### src/rtl/hdlc_rx_pkg.sv
package hdlc_rx_pkg;
  // Data bits held back so a closing flag's own bits never reach a byte
  localparam int unsigned FLAG_LAG   = 6;
  localparam logic [2:0]  STUFF_RUN  = 3'd5;
  localparam logic [2:0]  FLAG_RUN   = 3'd6;
  localparam logic [2:0]  RUN_SAT    = 3'd7;
  localparam logic [15:0] CRC_POLY_R = 16'h8408;
  localparam logic [15:0] CRC_PRESET = 16'hFFFF;
  localparam logic [15:0] CRC_GOOD   = 16'hF0B8;

  typedef struct packed {
    logic vld;
    logic dat;
  } kept_bit_t;

  typedef struct packed {
    logic       irq;
    logic       idle;
    logic       bad;
    logic       abort;
  } rx_flags_t;
endpackage

### src/rtl/hdlc_rx_deframe.sv
module hdlc_rx_deframe
  import hdlc_rx_pkg::*;
#(
  parameter int unsigned LAG = FLAG_LAG
) (
  input  logic      clk,
  input  logic      rst_n,
  input  logic      acc,
  input  logic      din,
  output kept_bit_t kept,
  output logic      flag_ev,
  output logic      abort_ev
);
  localparam int unsigned CW = $clog2(LAG + 1);

  logic [2:0]     ones_q;
  logic           active_q;
  logic [LAG-1:0] lag_q;
  logic [CW-1:0]  lag_cnt_q;
  logic           is_data;
  logic           lag_full;

  // Classify the incoming bit against the run of ones before it
  always_comb begin
    flag_ev  = acc && !din && (ones_q == FLAG_RUN);
    abort_ev = acc &&  din && (ones_q == FLAG_RUN);
    is_data  = acc && (din ? (ones_q < STUFF_RUN)
                           : ((ones_q != STUFF_RUN) && (ones_q != FLAG_RUN)));
    lag_full = (lag_cnt_q == CW'(LAG));
    kept.vld = is_data && active_q && lag_full;
    kept.dat = lag_q[LAG-1];
  end

  always_ff @(posedge clk or negedge rst_n) begin
    if (!rst_n) begin
      ones_q    <= '0;
      active_q  <= 1'b0;
      lag_q     <= '0;
      lag_cnt_q <= '0;
    end else if (acc) begin
      if (din) ones_q <= (ones_q == RUN_SAT) ? RUN_SAT : ones_q + 3'd1;
      else     ones_q <= '0;
      if (flag_ev) begin
        active_q  <= 1'b1;
        lag_cnt_q <= '0;
      end else if (abort_ev) begin
        active_q  <= 1'b0;
        lag_cnt_q <= '0;
      end else if (is_data && active_q) begin
        lag_q <= {lag_q[LAG-2:0], din};
        if (!lag_full) lag_cnt_q <= lag_cnt_q + 1'b1;
      end
    end
  end
endmodule

### src/rtl/hdlc_rx_crc.sv
module hdlc_rx_crc
  import hdlc_rx_pkg::*;
(
  input  logic clk,
  input  logic rst_n,
  input  logic clr,
  input  logic upd,
  input  logic dat,
  output logic good
);
  logic [15:0] crc_q;
  logic [15:0] crc_n;

  always_comb begin
    crc_n = {1'b0, crc_q[15:1]};
    if (crc_q[0] ^ dat) crc_n = crc_n ^ CRC_POLY_R;
    good = (crc_q == CRC_GOOD);
  end

  always_ff @(posedge clk or negedge rst_n) begin
    if (!rst_n)    crc_q <= CRC_PRESET;
    else if (clr)  crc_q <= CRC_PRESET;
    else if (upd)  crc_q <= crc_n;
  end
endmodule

### src/rtl/hdlc_rx_bytebuf.sv
module hdlc_rx_bytebuf #(
  parameter int unsigned DEPTH = 8,
  localparam int unsigned PW   = $clog2(DEPTH)
) (
  input  logic          clk,
  input  logic          rst_n,
  input  logic          clr,
  input  logic          upd,
  input  logic          dat,
  input  logic [PW-1:0] rd_idx,
  output logic [7:0]    rd_byte,
  output logic [PW-1:0] ptr,
  output logic          wr_pulse,
  output logic          aligned,
  output logic          any_bits
);
  logic [7:0]    shf_q;
  logic [2:0]    bcnt_q;
  logic          any_q;
  logic [PW-1:0] ptr_q;
  logic [7:0]    mem_q [DEPTH];
  logic [7:0]    byte_n;
  logic [PW-1:0] wr_idx;

  always_comb begin
    byte_n   = {dat, shf_q[7:1]};
    wr_pulse = upd && (bcnt_q == 3'd7);
    wr_idx   = ptr_q + 1'b1;
    aligned  = (bcnt_q == 3'd0);
    any_bits = any_q;
    ptr      = ptr_q;
    rd_byte  = mem_q[rd_idx];
  end

  always_ff @(posedge clk or negedge rst_n) begin
    if (!rst_n) begin
      shf_q  <= '0;
      bcnt_q <= '0;
      any_q  <= 1'b0;
      ptr_q  <= '1;
    end else if (clr) begin
      bcnt_q <= '0;
      any_q  <= 1'b0;
    end else if (upd) begin
      shf_q  <= byte_n;
      bcnt_q <= bcnt_q + 3'd1;
      any_q  <= 1'b1;
      if (wr_pulse) ptr_q <= wr_idx;
    end
  end

  for (genvar g = 0; g < DEPTH; g++) begin : g_slot
    always_ff @(posedge clk or negedge rst_n) begin
      if (!rst_n)
        mem_q[g] <= '0;
      else if (wr_pulse && (wr_idx == PW'(g)))
        mem_q[g] <= byte_n;
    end
  end
endmodule

### src/rtl/hdlc_link_rx.sv
module hdlc_link_rx
  import hdlc_rx_pkg::*;
#(
  parameter int unsigned BUF_DEPTH = 8,
  localparam int unsigned PW       = $clog2(BUF_DEPTH)
) (
  input  logic          clk,
  input  logic          rst_n,
  input  logic          bit_vld,
  output logic          bit_rdy,
  input  logic          bit_dat,
  input  logic          reg_rd,
  input  logic          reg_wr,
  input  logic [7:0]    reg_wdata,
  output logic [15:0]   reg_rdata,
  input  logic [PW-1:0] buf_addr,
  output logic [7:0]    buf_rdata,
  output logic          dl_irq
);
  logic          rdy_q;
  logic          acc;
  kept_bit_t     kept;
  logic          flag_ev;
  logic          abort_ev;
  logic          crc_good;
  logic          wr_pulse;
  logic          aligned;
  logic          any_bits;
  logic [PW-1:0] ptr;
  logic          frame_end;
  logic          boundary;
  rx_flags_t     flg_q;
  rx_flags_t     flg_set;
  logic [7:0]    ctrl_q;

  assign acc      = bit_vld && rdy_q;
  assign bit_rdy  = rdy_q;
  assign boundary = flag_ev || abort_ev;

  hdlc_rx_deframe #(.LAG(FLAG_LAG)) u_deframe (
    .clk      (clk),
    .rst_n    (rst_n),
    .acc      (acc),
    .din      (bit_dat),
    .kept     (kept),
    .flag_ev  (flag_ev),
    .abort_ev (abort_ev)
  );

  hdlc_rx_crc u_crc (
    .clk   (clk),
    .rst_n (rst_n),
    .clr   (boundary),
    .upd   (kept.vld),
    .dat   (kept.dat),
    .good  (crc_good)
  );

  hdlc_rx_bytebuf #(.DEPTH(BUF_DEPTH)) u_buf (
    .clk      (clk),
    .rst_n    (rst_n),
    .clr      (boundary),
    .upd      (kept.vld),
    .dat      (kept.dat),
    .rd_idx   (buf_addr),
    .rd_byte  (buf_rdata),
    .ptr      (ptr),
    .wr_pulse (wr_pulse),
    .aligned  (aligned),
    .any_bits (any_bits)
  );

  always_comb begin
    frame_end     = flag_ev && any_bits;
    flg_set.irq   = wr_pulse || frame_end;
    flg_set.idle  = flag_ev && !any_bits;
    flg_set.bad   = frame_end && (!aligned || !crc_good);
    flg_set.abort = abort_ev;
  end

  always_ff @(posedge clk or negedge rst_n) begin
    if (!rst_n) begin
      rdy_q  <= 1'b0;
      flg_q  <= '0;
      ctrl_q <= '0;
    end else begin
      rdy_q <= 1'b1;
      flg_q <= flg_set | (reg_rd ? rx_flags_t'('0) : flg_q);
      if (reg_wr) ctrl_q <= reg_wdata;
    end
  end

  always_comb begin
    reg_rdata        = '0;
    reg_rdata[15]    = flg_q.irq;
    reg_rdata[13:11] = 3'(ptr);
    reg_rdata[10]    = flg_q.idle;
    reg_rdata[9]     = flg_q.bad;
    reg_rdata[8]     = flg_q.abort;
    reg_rdata[7:0]   = ctrl_q;
    dl_irq           = flg_q.irq && ctrl_q[7];
  end
endmodule

### config.mk
export PLATFORM = sky130hd
export DESIGN_NAME = hdlc_link_rx
export DESIGN_NICKNAME = d
export VERILOG_FILES = /design/src/rtl/hdlc_rx_pkg.sv /design/src/rtl/hdlc_rx_deframe.sv /design/src/rtl/hdlc_rx_crc.sv /design/src/rtl/hdlc_rx_bytebuf.sv /design/src/rtl/hdlc_link_rx.sv
export SDC_FILE = /design/constraint.sdc
export NUM_CORES = 1
export LEC_CHECK = 0
export ABC_CLOCK_PERIOD_IN_PS = 2600
export BUFFER_PORTS_ARGS = -buffer_cell sky130_fd_sc_hd__buf_2
export CORE_AREA = 10 10 130 132
export CTS_BUF_LIST = sky130_fd_sc_hd__clkbuf_8
export DETAILED_ROUTE_END_ITERATION = 16
export DIE_AREA = 0 0 140 142
export HOLD_SLACK_MARGIN = 0.12
export PLACE_DENSITY = 0.65
export REMOVE_ABC_BUFFERS = 1
export SYNTH_ARGS = -nofsm -noshare
export SYNTH_HDL_FRONTEND = slang
export SYNTH_SLANG_ARGS = --single-unit
### constraint.sdc
create_clock -name clk -period 2.6 [get_ports clk]
set_input_delay 0.39 -clock clk [delete_from_list [all_inputs] [get_ports clk]]
set_output_delay 0.39 -clock clk [all_outputs]
set_load 0.03 [all_outputs]
# Yosys cells after proc, flatten, opt, wreduce, memory -nomap -nowiden
# Cells that the tools add are included.
# W data, S select, Z words.
# word_totals
ff_bits,121
latchBits,0
mem_bits_rw,0
rom_bits,0
inputBits,17
out_inout_bits,26
wordCells,110
n_memories,0
# classes
addsub,4
n_mul,0
n_div,0
order_cmp,2
n_eq_ne,15
shift,0
muxes,20
bitwise,7
reduce_logical,39
# ops
operator,n
$mux W16,3
$bmux W8 S3,1
$eq A3 B3 Y1 const B,8
$mux W3,8
$logic_and A1 B1 Y1,22
$eq A16 B16 Y1 const B,1
$mux W8,2
$add A3 B1 Y3 const B,4
$ne A3 B3 Y1 const B,3
$eq A3 B2 Y1 const B,2
$logic_not A3 Y1,2
$reduce_and A3 Y1,2
$mux W1,5
$ge A4 B4 Y1 const B,1
$logic_not A1 Y1,4
$mux W4,1
$not A3 Y4,1
$or A4 B4 Y4,1
$reduce_and A2 Y1,2
$reduce_and A4 Y1,1
$reduce_bool A2 Y1,2
$eq A3 B1 Y1 const B,1
$logic_or A1 B1 Y1,3
$lt A3 B3 Y1 const B,1
other kinds (4),6

# Logic depth before layout (Yosys ltp)
# logic_depth
depth_word,9
mapped_depth,8
mapped_depth_nobuf,6

# Hierarchy
# A second synthesis with hierarchy kept.
# hier_totals
cells_unflattened,401
area_unflattened_um2,5664.2
# by_module_without_submodules
mod,instances,cells_per_inst,area_each_um2,seq_area_each_um2
hdlc_rx_bytebuf,1,243,3649.8,1955.6
hdlc_rx_crc,1,62,799.5,420.4
hdlc_rx_deframe,1,61,676.9,325.3
hdlc_link_rx,1,35,538.0,325.3

# Worst setup path after synthesis
# No wires, ideal clock.
# synth_path
kind,input to output
from,in buf_addr[0]
to,out buf_rdata[0]
arrival_ps,1772
t_required_ps,2210
slack_ps,438
stages,4
path_buffers,2
path_cell_list,buf_2 > buf_2 > mux4_2 > mux2_2
# synth_between
elab_chain_len,4
# synth_lines
item,line,text
"start, declared",hdlc_link_rx.sv:16,"input logic [PW-1:0] buf_addr,"
$not A3 Y4 (implied by the code),hdlc_rx_bytebuf.sv:32,rd_byte = mem_q[rd_idx];
$bmux W8 S3,hdlc_rx_bytebuf.sv:32,
$mux W8 (implied by the code) (2 in a row),hdlc_rx_bytebuf.sv:32,
"end, declared",hdlc_link_rx.sv:17,"output logic [7:0] buf_rdata,"
# Every way passes these cells. The select of a mux whose other input is x is not followed.

# Worst setup path after layout
# layout_path
from,reg u_deframe.ones_q[0]
to,reg u_buf.mem_q[24] (netlist name)
# layout_between
elab_chain_len,8
word_cells_on_any_way,10
# layout_lines
item,line,text
"start, declared",hdlc_rx_deframe.sv:16,logic [2:0] ones_q;
"start signal, assigned",hdlc_rx_deframe.sv:41,if (din) ones_q <= (ones_q == RUN_SAT) ? RUN_SAT : ones_q + 3'd1;
"parallel branches: the longest is 2 deep, another holds $lt A3 B3 Y1",n/a,
$mux W1 (*),hdlc_rx_deframe.sv:27,is_data = acc && (din ? (ones_q < STUFF_RUN)
$logic_and A1 B1 Y1 (*),hdlc_rx_deframe.sv:27,
$logic_and A1 B1 Y1 (*) (2 in a row),hdlc_rx_deframe.sv:30,kept.vld = is_data && active_q && lag_full;
$logic_and A1 B1 Y1 (*),hdlc_rx_bytebuf.sv:27,wr_pulse = upd && (bcnt_q == 3'd7);
$logic_and A1 B1 Y1 (*),hdlc_rx_bytebuf.sv:56,else if (wr_pulse && (wr_idx == PW'(g)))
"end signal, assigned by index",hdlc_rx_bytebuf.sv:57,mem_q[g] <= byte_n;
"end, declared",hdlc_rx_bytebuf.sv:21,logic [7:0] mem_q [DEPTH];
# Every way passes the cells marked *.
# A chain may end at the register's enable or synchronous reset.

==> impl_metrics.ini <==
[status]
status = complete, no violations

[finish]
n_antenna_cell = 0
area_growth_syn_to_layout_pct = 15.3
final_core_util_pct = 45.0
layout.nets = 463
drive_above_1_share_pct = 50.4

[critical_path]
crit_end = u_buf.mem_q[24]
cp.arrival_ps = 2680
startpoint = u_deframe.ones_q[0]
r2r_start = u_deframe.ones_q[0]
r2r_cells = 6
required_ps = 2910
rrSetupSlack_ps = 230
critPathMaxFanout = 9
path_class = reg2reg
worst_setup_path_start_kind = register
r2r_end = u_buf.mem_q[24]
endpoint_kind = register

[power]
p_clk_share_pct = 40.7
seqPwrFrac_pct = 51.5
comb_power_share_pct = 7.7
switching_share_pct = 24.7
switchingPower_mw = 1.01
worst_ir_drop_vdd_v = 0.000398
p_leak_nw = 3.13
power_density_mw_per_mm2 = 633
total_power_mw = 4.08
internal_power_mw = 3.07

[timing]
hold_violations = 0
setup_violations = 0
fin_skew_ps = 11.6
postLayoutSetupSlackWorst_ps = 231
min_period_ps = 2370
period_share_pct = 91.1
drv_slew = 0
rsz0062_at_grt = false
tns_ps = 0
fin_hold_ws_ps = 182
fmax_mhz = 422
slew-limit-headroom_pct = 45.9
worst_slew_pin_slew_ps = 806

[floorplanning]
start_util_pct = 39.0
die_height_um = 142
num_rows = 44
coreArea_mm2 = 0.0143
die-area_mm2 = 0.0199
die_width_um = 140
ios = 43

[detailed_routing]
drtAntennaViolNets = 0
wl_per_cell_um = 18.0
initialDrtViolationCount = 173
viasPerCell = 5.12
drc = 0
drtPass1Iterations = 4
vias = 3225
routed_wl_mm = 11.3

[place]
gp_congestion = 0.809
pre_cts_ws_ps = 220
dp_hpwl_mm = 7.88
numPortBuffers = 41

[global_route]
grt_usage_pct = 11.9
grt_pass1_vias = 3560
grt_util_met2_pct = 18.4
antenna_found_initial = 0
busiest_layer = met2
grt_max_degree = 47
grt_use_met3_pct = 3.67
overflow = 0
grt_pass1_wl_mm = 19.0
grtUsageMet1_pct = 15.8

[logic_synthesis]
ys_seq_elements = 120
synth_cell_types = 42
synth_top_area_cell = dfrtp_1
synth_compound_area_share_pct = 5.51
synth_edf_count = 0
syn_area_per_cell_um2 = 14.7
synth_cells = 381
synth_area_mm2 = 0.00559
synthFlopType = dfrtp_1
synth_area_leaders = dfrtp_1 45%, mux2_2 14%, dfstp_2 8.9%
synth-seq-area-share_pct = 54.2
synthSimpleGateAreaFrac_pct = 6.04
synth_top_area_share_pct = 45.2
yosysMostFrequentCell = dfrtp_1
ys_top_cells_by_count = 101 x dfrtp_1, 70 x mux2_2, 24 x mux2_4
synthMuxAreaShare_pct = 27.0
yosys_warnings = 0
ys_async_sr_fraction_pct = 100
synth_xor_area_share_pct = 1.10
synth_top_family_by_area = multiplexers
synth_fa_ha_area_share_pct = 2.91

[clock_network]
cts_buffers = 17
clockBufferDepth = 2
cts_sinks = 120
htreeDepth = 4
clk_latency_ps = 430
path_clk_slew_ps = 70
cts-root-buf = clkbuf_8
cts_tree = yes
post_cts_resized = 0

[worst_hold_path]
hold_depth = 2
hold_path_class = in2reg

[job]
drv_cap = 0
[power groups by stage]
| stage | sequential, mW | clock, mW | combinational (mW) |
|---|---|---|---|
| 2_1_floorplan | 2.14 | 0 | 0.162 |
| 3_3_place_gp | 2.13 | 0 | 0.311 |
| 3_5_place_dp | 2.14 | 0 | 0.321 |
| 4_1_cts | 2.10 | 1.70 | 0.324 |
| 5_1_grt | 2.12 | 1.80 | 0.352 |
| 6_report | 2.10 | 1.66 | 0.315 |
[routing by layer]
layer | vias up | part of all wire (%)
met5 | - | 0
met4 | 0 | 1.1
met3 | 11 | 3.8
met2 | 44 | 47
met1 | 1674 | 48
li1 | 1496 | -
[flip-flops by register name (all words and copies together), names as in the netlist]
| signal | count |
|---|---|
| u_buf.mem_q | 64 |
| u_deframe.lag_cnt_q | 3 |
| u_buf.bcnt_q | 3 |
| u_deframe.lag_q | 6 |
| u_buf.ptr | 3 |
| u_crc.crc_q | 16 |
| u_deframe.active_q | 1 |
| reg_rdata | 4 |
| bit_rdy | 1 |
| ctrl_q | 8 |
| u_buf.shf_q | 7 |
| u_buf.any_bits | 1 |
| u_deframe.ones_q | 3 |
[critical path, cell delays in order (launching register included)]
cell	delay, ps
dfrtp_1	440
inv_1	70
ha_1	210
o21ai_1	270
a32oi_4	260
nor3_4	590
mux2_2	400
[kinds of logic (layout without fill, tap and decap cells)]
| kind of cell | count (synthesis) | in the layout |
|---|---|---|
| AOI/OAI and AO/OA | 38 | 38 |
| xor gates and xnor gates | 7 | 7 |
| adders and majority gates | 13 | 13 |
| buffers and inverters | 36 | 101 |
| DFF | 120 | 120 |
| muxes | 110 | 110 |
| other | 2 | 2 |
| and+or+nand+nor | 55 | 55 |
[what timing repair did]
action / in CTS / in global routing
buffers inserted: 0 / 0
hold buffers: 1 / 0
endpoints found under the hold margin: 37 / 0
[placed cells by master (no fill, tap or decap), types with 5 or more instances in the layout]
cell type | synthesis | layout
ha_1 | 13 | 13
dfstp_2 | 19 | 19
inv_1 | 12 | 13
o21ai_0 | 7 | 7
mux2_2 | 70 | 70
xor2_1 | 5 | 5
buf_2 | 6 | 40
buf_4 | 1 | 14
clkbuf_8 | 0 | 20
mux2_4 | 24 | 24
mux4_2 | 16 | 16
nand2_1 | 19 | 19
nand3_1 | 9 | 9
dfrtp_1 | 101 | 101
o22a_1 | 16 | 16
[worst min-delay path by stage]
stage,from,slack [ps],to
2_1_floorplan,rst_n,90,bit_rdy
3_3_place_gp,rst_n,420,u_buf.mem_q[52]
3_5_place_dp,rst_n,420,u_buf.mem_q[59]
4_1_cts,reg_wdata[0],170,ctrl_q[0]
5_1_grt,reg_wdata[3],170,ctrl_q[3]
6_report,reg_wdata[0],180,ctrl_q[0]
[metrics by stage]
step / area (um^2) / instances
after floorplan: 5460 / 357
after global placement: 6030 / 597
after detailed placement: 6030 / 597
after CTS: 6440 / 630
after global routing: 6440 / 630
final: 6440 / 630
[area by class of cell]
| cell class | instances | area, um^2 |
|---|---|---|
| clock buffers | 20 | 275 |
| clock inverters | 12 | 126 |
| fillers | 1301 | 7870 |
| inverters | 12 | 45.0 |
| multi-input cells | 225 | 2390 |
| flip-flops and latches | 120 | 3030 |
| well taps | 184 | 230 |
| repair buffers | 57 | 355 |
(Power assumes the default switching activity.)
